<file path="src/rtl/pwm_gate_pkg.sv">
package pwm_gate_pkg;
  localparam int unsigned ADDR_W = 2;
  localparam int unsigned DATA_W = 8;
  localparam int unsigned INV_W  = 3;

  typedef enum logic [ADDR_W-1:0] {
    REG_CFG  = 2'd0,
    REG_MASK = 2'd1,
    REG_CTRL = 2'd2,
    REG_NONE = 2'd3
  } reg_addr_e;

  typedef struct packed {
    logic             wait_stop;
    logic             frz_stop;
    logic             rsv;
    logic [1:0]       mode;
    logic [INV_W-1:0] inv;
  } cfg_t;

  // writable bits of the config register (reserved bit forced low)
  localparam logic [DATA_W-1:0] CFG_WMASK = 8'hDF;
  localparam int unsigned CTRL_ENCE_BIT = 0;
  localparam int unsigned CTRL_WP_BIT   = 1;
endpackage

</file>
<file path="src/rtl/pwm_gate_regs.sv">
module pwm_gate_regs
  import pwm_gate_pkg::*;
#(
  parameter int unsigned N_CH = 6
) (
  input  logic              clk_i,
  input  logic              rst_ni,
  input  logic              wr_i,
  input  logic [ADDR_W-1:0] addr_i,
  input  logic [DATA_W-1:0] wdata_i,
  input  logic [N_CH-1:0]   mask_buf_i,
  output cfg_t              cfg_o,
  output logic              ence_o,
  output logic              wp_o,
  output logic              mask_wr_o,
  output logic [DATA_W-1:0] rdata_o
);
  localparam int unsigned PAD_W = DATA_W - N_CH;

  cfg_t cfg_q, cfg_d;
  logic ence_q, ence_d;
  logic wp_q, wp_d;
  logic [DATA_W-1:0] wclean;
  reg_addr_e sel;

  assign sel    = reg_addr_e'(addr_i);
  assign wclean = wdata_i & CFG_WMASK;

  always_comb begin
    cfg_d  = cfg_q;
    ence_d = ence_q;
    wp_d   = wp_q;
    if (wr_i && sel == REG_CFG) begin
      if (wp_q) cfg_d.inv = wclean[INV_W-1:0];
      else      cfg_d     = cfg_t'(wclean);
    end
    if (wr_i && sel == REG_CTRL) begin
      if (!wp_q) ence_d = wdata_i[CTRL_ENCE_BIT];
      if (wdata_i[CTRL_WP_BIT]) wp_d = 1'b1;
    end
  end

  always_ff @(posedge clk_i or negedge rst_ni) begin
    if (!rst_ni) begin
      cfg_q  <= '0;
      ence_q <= 1'b0;
      wp_q   <= 1'b0;
    end else begin
      cfg_q  <= cfg_d;
      ence_q <= ence_d;
      wp_q   <= wp_d;
    end
  end

  always_comb begin
    unique case (sel)
      REG_CFG:  rdata_o = cfg_q;
      REG_MASK: rdata_o = {{PAD_W{1'b0}}, mask_buf_i};
      REG_CTRL: rdata_o = {{(DATA_W-2){1'b0}}, wp_q, ence_q};
      default:  rdata_o = '0;
    endcase
  end

  assign mask_wr_o = wr_i && sel == REG_MASK;
  assign cfg_o     = cfg_q;
  assign ence_o    = ence_q;
  assign wp_o      = wp_q;
endmodule

</file>
<file path="src/rtl/pwm_gate_mask.sv">
module pwm_gate_mask #(
  parameter int unsigned N_CH = 6
) (
  input  logic            clk_i,
  input  logic            rst_ni,
  input  logic            ence_i,
  input  logic            commut_i,
  input  logic            wr_i,
  input  logic [N_CH-1:0] wdata_i,
  output logic [N_CH-1:0] buf_o,
  output logic [N_CH-1:0] act_o
);
  logic [N_CH-1:0] buf_q, buf_d, act_q, act_d;

  always_comb begin
    buf_d = wr_i ? wdata_i : buf_q;
    if (ence_i) act_d = commut_i ? buf_q : act_q;  // strobe loads pre-write buffer
    else        act_d = buf_d;
  end

  always_ff @(posedge clk_i or negedge rst_ni) begin
    if (!rst_ni) begin
      buf_q <= '0;
      act_q <= '0;
    end else begin
      buf_q <= buf_d;
      act_q <= act_d;
    end
  end

  assign buf_o = buf_q;
  assign act_o = act_q;
endmodule

</file>
<file path="src/rtl/pwm_gate_out.sv">
module pwm_gate_out #(
  parameter int unsigned N_CH    = 6,
  parameter int unsigned N_PAIRS = N_CH / 2
) (
  input  logic [N_CH-1:0]    raw_i,
  input  logic [N_CH-1:0]    mask_i,
  input  logic [N_PAIRS-1:0] inv_i,
  input  logic               stop_i,
  output logic [N_CH-1:0]    pwm_o
);
  for (genvar c = 0; c < N_CH; c++) begin : g_ch
    logic gated;
    assign gated    = stop_i ? 1'b0 : (raw_i[c] & ~mask_i[c]);
    assign pwm_o[c] = gated ^ inv_i[c/2];
  end
endmodule

</file>
<file path="src/rtl/pwm_out_gate.sv">
module pwm_out_gate
  import pwm_gate_pkg::*;
#(
  parameter int unsigned N_CH = 6
) (
  input  logic              clk_i,
  input  logic              rst_ni,
  input  logic              wr_i,
  input  logic [ADDR_W-1:0] addr_i,
  input  logic [DATA_W-1:0] wdata_i,
  output logic [DATA_W-1:0] rdata_o,
  input  logic [N_CH-1:0]   pwm_raw_i,
  input  logic              commut_i,
  input  logic              wait_mode_i,
  input  logic              freeze_mode_i,
  output logic [N_CH-1:0]   pwm_o
);
  localparam int unsigned N_PAIRS = N_CH / 2;

  cfg_t            cfg_q;
  logic            ence_q, wp_q, mask_wr, stop;
  logic [N_CH-1:0] mask_buf, mask_act;

  pwm_gate_regs #(.N_CH(N_CH)) regs_i (
    .clk_i, .rst_ni, .wr_i, .addr_i, .wdata_i,
    .mask_buf_i(mask_buf),
    .cfg_o(cfg_q), .ence_o(ence_q), .wp_o(wp_q),
    .mask_wr_o(mask_wr), .rdata_o
  );

  pwm_gate_mask #(.N_CH(N_CH)) mask_i (
    .clk_i, .rst_ni,
    .ence_i(ence_q), .commut_i,
    .wr_i(mask_wr), .wdata_i(wdata_i[N_CH-1:0]),
    .buf_o(mask_buf), .act_o(mask_act)
  );

  assign stop = (wait_mode_i & cfg_q.wait_stop) | (freeze_mode_i & cfg_q.frz_stop);

  pwm_gate_out #(.N_CH(N_CH), .N_PAIRS(N_PAIRS)) out_i (
    .raw_i(pwm_raw_i), .mask_i(mask_act),
    .inv_i(cfg_q.inv[N_PAIRS-1:0]), .stop_i(stop), .pwm_o
  );
endmodule

</file>
<file path="config.mk">
export PLATFORM = sky130hd
export DESIGN_NAME = pwm_out_gate
export DESIGN_NICKNAME = d
export VERILOG_FILES = /design/src/rtl/pwm_gate_pkg.sv /design/src/rtl/pwm_gate_regs.sv /design/src/rtl/pwm_gate_mask.sv /design/src/rtl/pwm_gate_out.sv /design/src/rtl/pwm_out_gate.sv
export SDC_FILE = /design/constraint.sdc
export NUM_CORES = 1
export LEC_CHECK = 0
export ABC_AREA = 1
export BUFFER_PORTS_ARGS = -buffer_cell sky130_fd_sc_hd__buf_2
export CELL_PAD_IN_SITES_DETAIL_PLACEMENT = 1
export CELL_PAD_IN_SITES_GLOBAL_PLACEMENT = 2
export CORE_UTILIZATION = 29
export DETAILED_ROUTE_END_ITERATION = 10
export GPL_ROUTABILITY_DRIVEN = 0
export GPL_TIMING_DRIVEN = 0
export PLACE_DENSITY_LB_ADDON = 0.1
export SLEW_MARGIN = 20
export SYNTH_ARGS = -nofsm -noshare
export SYNTH_HDL_FRONTEND = slang
export SYNTH_SLANG_ARGS = --single-unit
</file>
<file path="constraint.sdc">
create_clock -name clk_i -period 2.1 [get_ports clk_i]
set_input_delay 0.315 -clock clk_i [delete_from_list [all_inputs] [get_ports clk_i]]
set_output_delay 0.315 -clock clk_i [all_outputs]
set_load 0.01 [all_outputs]
</file>
==> impl_metrics.json, run 1 <==
{
  "status": "finished, final reports clean",
  "die_width_um": 68.0,
  "cp_slowest_stage_delay_ps": 400,
  "synthDistinctLibCells": 17,
  "met3_usage": 0.0200,
  "grt_max_degree": 22,
  "p_leak_nw": 0.818,
  "intPower_mw": 0.684,
  "worstMarginPinSlew_ps": 500,
  "yosysWarnings": 0,
  "sequentialPowerShare": 0.478,
  "grt_pass1_vias": 1270,
  "vias_per_cell": 4.68,
  "clock_sinks": 21,
  "vias": 1244,
  "cts_setup_buffers": 0,
  "seq_area_frac_synth": 0.416,
  "drcViolationCount": 0,
  "place_area_um2": 1500,
  "cts_root_buf": "clkbuf_8",
  "row_count": 23,
  "layout.nets": 239,
  "ios": 36,
  "grt_pass1_wl_mm": 5.81,
  "area_growth_pct": 22.0,
  "finalSetupViolations": 0,
  "syn_nets": 200,
  "drt_iter0_drc": 22,
  "dr.pass1.iters": 4,
  "antenna_left": 0,
  "grtUsageTotal": 0.174,
  "htreeDepth": 1,
  "yosysTopAreaCell": "dfrtp_1",
  "synth_cells": 178,
  "power.density_nw_per_um2": 648,
  "design_area_um2": 1540,
  "grt_overflow": 0,
  "postCtsHoldBufs": 0,
  "min_period_ps": 1720,
  "die_h_um": 68.0,
  "p_sw_frac": 0.315,
  "hold_viol_final": 0,
  "synth_area_um2": 1260,
  "setup_tns_ps": 0,
  "rsz0062_at_grt": "false",
  "maxSlewHeadroom": 0.667,
  "busiest_layer": "met2",
  "start_util": 0.309,
  "hp-class": "input pin to asynchronous set/reset pin",
  "port-buffer-count": 34,
  "avgSynthCellArea_um2": 7.09,
  "switchingPower_mw": 0.315,
  "clk_pin_slew_ps": 80,
  "postRouteWirelength_mm": 3.46,
  "cts_tree": "yes",
  "skew_ps": 1.61,
  "power_frac_clock": 0.274,
  "comb_power_share": 0.248,
  "period_share": 0.820,
  "hpwlAfterDp_mm": 2.71,
  "drive_above_1_share": 0.245,
  "timing_worst_setup_path_type": "flip-flop to output port",
  "crit_chain": "nand2_1, nand2_1, inv_1, buf_2, nand2_1, nand2_1, nand2_1, buf_2",
  "numCtsBuffers": 3,
  "critPathMaxFanout": 10,
  "clock_path_buffers": 2,
  "synth_top_area_share": 0.416,
  "grtUsageMet1": 0.218,
  "dieArea_um2": 4620,
  "arrival_ps": 1410,
  "core_um2": 4090,
  "cap_violations": 0,
  "worst-path-buf-inv": 3,
  "wl_per_cell_um": 13.0,
  "grt_util_met2": 0.304,
  "total_power_mw": 0.998,
  "setup.worst_path.end_class": "output port",
  "crit_path_frequent_cell": "nand2_1",
  "clkLatencyLatePin_ps": 260,
  "grt_antenna_before_repair": 0,
  "synthTopCellsByArea": "dfrtp_1, nand2_1, inv_1",
  "ys_ff_latch": 21,
  "ir_drop_mv": 0.235,
  "path_delay_family": "buffers and inverters",
  "crit_required_ps": 1780,
  "critical_path.slowest_cell": "dfrtp_1",
  "startpoint_type": "flip-flop",
  "cts_resized": 0,
  "hold_slack_ps": 5.53,
  "diodes": 0,
  "final_max_slew_viol_count": 0,
  "timing.fmax_ghz": 0.581
}
[worst register-to-register path: stages (launching register included)]
cell and delay [ps]:
dfrtp_1 320, buf_2 220, nand2_1 200, o21ai_0 200, inv_1 60, nand2_1 60
[sequential cells by signal, indices dropped and copies added, names as in the netlist]
name,count
mask_i.act_o,6
mask_i.buf_o,6
regs_i.cfg_o,7
regs_i.ence_o,1
regs_i.wp_o,1
[cell families after synthesis]
group	Yosys count	synth area share
compound gates	18	0.0763
buf+inv	41	0.128
simple gates	98	0.380
flops	21	0.416
[final timing paths]
path                            startpoint         endpoint  slack [ps]  cells after the start
min reg2reg                regs_i.cfg_o[4]  regs_i.cfg_o[4]         500                      2
max in group asynchronous           rst_ni  regs_i.cfg_o[2]        1750                      1
min in group clk_i              wdata_i[6]  regs_i.cfg_o[6]         240                      3
min                                 rst_ni  regs_i.cfg_o[4]           6                      1
max reg2reg                  regs_i.ence_o  mask_i.act_o[4]         990                      5
max                        regs_i.cfg_o[7]         pwm_o[4]         380                      8
[through the flow]
step	std cells	utilization	worst slack (ps)
6_report	266	0.377	378
5_1_grt	266	0.377	253
4_1_cts	266	0.377	366
3_5_place_dp	262	0.366	529
3_3_place_gp	262	0.366	559
2_1_floorplan	178	-	857
[cell usage in the layout, fill, tap and decap left out]
cell and n:
and2_1 6, inv_1 35, nor2_4 1, buf_4 1, nand3_4 2, buf_2 37
nor2_1 9, nand2_2 7, clkbuf_8 3, inv_2 2, nand2_1 45, o22ai_1 1
clkbuf_1 1, nand4_1 7, dfrtp_1 21, nand3_1 21, o211ai_1 2, o21ai_0 12
o21ai_1 3
[area by class of cell]
type	count	area, um2
clock buffer	4	45.0
buffer	4	22.5
sequential	21	526
timing repair buffer	34	170
fill	537	2550
tap	50	62.6
multi-input combinational	116	576
inverter	37	139
[synth_stat cells, drive strengths merged]
| cell | number |
|---|---|
| inv | 37 |
| o211ai | 2 |
| nor2 | 10 |
| o22ai | 1 |
| o21ai | 15 |
| nand2 | 52 |
| nand3 | 23 |
| and2 | 6 |
| dfrtp | 21 |
| buf | 4 |
| nand4 | 7 |
[layer usage]
| metal | wire length (um) | vias up | part of all wire |
|---|---|---|---|
| li1 | - | 633 | - |
| met1 | 1650 | 581 | 0.48 |
| met2 | 1670 | 25 | 0.48 |
| met3 | 88 | 5 | 0.025 |
| met4 | 46 | 0 | 0.013 |
| met5 | 0 | - | 0 |
[power by group through the flow]
stage | Clock [mW] | Combinational (mW) | Sequential [mW]
after floorplan | 0 | 0.157 | 0.477
after global placement | 0 | 0.243 | 0.485
after detailed placement | 0 | 0.252 | 0.486
after CTS | 0.285 | 0.253 | 0.478
after global routing | 0.304 | 0.284 | 0.486
final | 0.274 | 0.247 | 0.477
(Power assumes the default switching activity.)
==> run 2, diff against run 1 <==
Settings changed: ABC_AREA 1 to 0, CORE_UTILIZATION 29 to 28.
Clock period 2.1 ns to 1.4 ns, I/O delays scaled along.
==> impl_metrics.json, run 2 <==
{
  "ios": 36,
  "startpoint_type": "flip-flop",
  "total_power_mw": 1.99,
  "ys.flop_type": "dfrtp_1",
  "layout.nets": 158,
  "vias_per_cell": 4.83,
  "hold_viol_final": 0,
  "timing_worst_setup_path_type": "flip-flop to output port",
  "drive_above_1_share": 0.481,
  "seq_area_frac_synth": 0.467,
  "yosysTopAreaCell": "dfrtp_1",
  "row_count": 22,
  "clock_path_buffers": 2,
  "wl_per_cell_um": 15.7,
  "final_max_slew_viol_count": 0,
  "ys_ff_latch": 21,
  "numCtsBuffers": 3,
  "start_util": 0.300,
  "timing.fmax_ghz": 0.618,
  "p_leak_nw": 0.682,
  "crit_start": "regs_i.cfg_o[6]",
  "clock_sinks": 21,
  "synthTopCellsByCount": "dfrtp_1, mux2_2, nor2_1, nand3b_1",
  "cts_tree": "yes",
  "drt_iter0_drc": 11,
  "place_area_um2": 1360,
  "final_cell_mix": "buf_2, dfrtp_1, mux2_2, nor2_1, nand3b_1",
  "design_area_um2": 1450,
  "worst-path-buf-inv": 2,
  "grt_antenna_before_repair": 0,
  "arrival_ps": 1410,
  "crit_required_ps": 1190,
  "clkLatencyLatePin_ps": 260,
  "grt_pass1_wl_mm": 4.80,
  "placed_cells": 176,
  "die_width_um": 65.4,
  "crit_chain": "a22oi_2, buf_6, nand3b_1, xnor2_1, buf_2",
  "diodes": 0,
  "grt_pass1_vias": 938,
  "maxSlewHeadroom": 0.675,
  "final_common_cell": "buf_2",
  "hp-start": "wdata_i[7]",
  "htreeDepth": 1,
  "core_um2": 3740,
  "fillerInstances": 434,
  "cap_violations": 0,
  "multi_input_area_um2": 593,
  "cts_root_buf": "clkbuf_8",
  "async_reset_ff_frac": 1.00,
  "clk_pin_slew_ps": 80,
  "seq_area_um2": 527,
  "synth_cells": 93,
  "synthTopCellsByArea": "dfrtp_1, mux2_2, mux2_4",
  "dieArea_um2": 4270,
  "dpl_worst_slack_ps": -305,
  "worstMarginPinSlew_ps": 487,
  "final_cells": 183,
  "power.density_nw_per_um2": 1380,
  "vias": 884,
  "finalSetupViolations": 6,
  "r2r_start": "regs_i.ence_o",
  "synth_area_um2": 1120,
  "die_h_um": 65.4,
  "period_share": 1.16,
  "grt_overflow": 0,
  "setup_tns_ps": -1120,
  "min_period_ps": 1620,
  "rsz0062_at_grt": "true",
  "setup.worst_path.end_class": "output port",
  "synth.most_common_cell": "dfrtp_1",
  "cp_slowest_stage_delay_ps": 410,
  "yosysWarnings": 0,
  "postRouteWirelength_mm": 2.87,
  "critical_path.slowest_cell": "dfrtp_1",
  "antenna_left": 0,
  "skew_ps": 2.38,
  "synth_top_area_share": 0.467,
  "status": "finished, violations left",
  "grt_max_degree": 22,
  "synthDistinctLibCells": 26,
  "hpwlAfterDp_mm": 2.10,
  "syn_nets": 115,
  "port-buffer-count": 35,
  "drcViolationCount": 0,
  "ir_drop_mv": 0.381,
  "critPathMaxFanout": 6,
  "violations": "negative setup slack",
  "dr.pass1.iters": 4,
  "path_delay_family": "flip-flops",
  "area_growth_pct": 28.6,
  "avgSynthCellArea_um2": 12.1,
  "hp-class": "input pin to flip-flop",
  "synth-edff-count": 0,
  "largest_register_ffs": 7,
  "grtUsageTotal": 0.154,
  "setup_ws_ps": -218
}
## run 2: path summary, 6_finish.rpt
path,end,slack (ps),depth (start not counted)
worst min register to register,regs_i.cfg_o[3],530,1
worst max-delay path,pwm_o[3],-220,5
max in group asynchronous,regs_i.cfg_o[1],600,2
min in group asynchronous,mask_i.buf_o[5],430,2
worst max register to register,mask_i.act_o[4],180,3
worst min-delay path,regs_i.cfg_o[7],180,2
## run 2: what timing repair did
| action | in CTS | in global routing |
|---|---|---|
| endpoints found under the hold margin | 21 | 0 |
| buffers inserted | 2 | 0 |
| setup endpoints to repair | 6 | 10 |
| hold buffers | 1 | 0 |
| pin swaps | 9 | 8 |
| resized for setup | 2 | 2 |
## run 2: per-layer routing
layer / GRT usage / up-vias / share of wire
li1: - / 427 / -
met1: 0.194 / 431 / 0.46
met2: 0.262 / 24 / 0.48
met3: 0.0278 / 2 / 0.046
met4: 0.0571 / 0 / 0.0080
met5: 0 / - / 0
## run 2: per-stage QoR
stage                      util  hold slack [ps]
after floorplan               -            -85.6
after global placement    0.363              206
after detailed placement  0.363              202
after CTS                 0.385              176
after global routing      0.386              186
final                     0.386              185
## run 2: area by class of cell
type | count | area share
clock inverters | 1 | 0.00346
well taps | 48 | 0.0415
flip-flops and latches | 21 | 0.364
plain buffers | 2 | 0.0112
multi-input cells | 70 | 0.410
repair buffers | 38 | 0.141
clock buffers | 3 | 0.0285
## run 2: worst register-to-register path: cells and delay by family (launching register included)
family / cells / cell delay (ps)
AND/OR/NAND/NOR: 2 / 440
flip-flops: 1 / 460
AO/OA/AOI/OAI: 1 / 210
## run 2: report_power, final
part           internal [mW]  switching, mW  total, mW
sequential             0.767          0.129      0.896
clock                  0.198          0.201      0.400
combinational          0.392          0.302      0.695
total                   1.36          0.633       1.99
## run 2: logic make-up (layout without fill, tap and decap cells)
| logic type | count (synthesis) | count (layout) | synth area share |
|---|---|---|---|
| multiplexers | 20 | 20 | 0.210 |
| AND/OR/NAND/NOR | 34 | 34 | 0.204 |
| buffers and inverters | 2 | 44 | 0.0145 |
| AO/OA/AOI/OAI | 10 | 10 | 0.0578 |
| flip-flops | 21 | 21 | 0.467 |
| XOR/XNOR | 6 | 6 | 0.0467 |
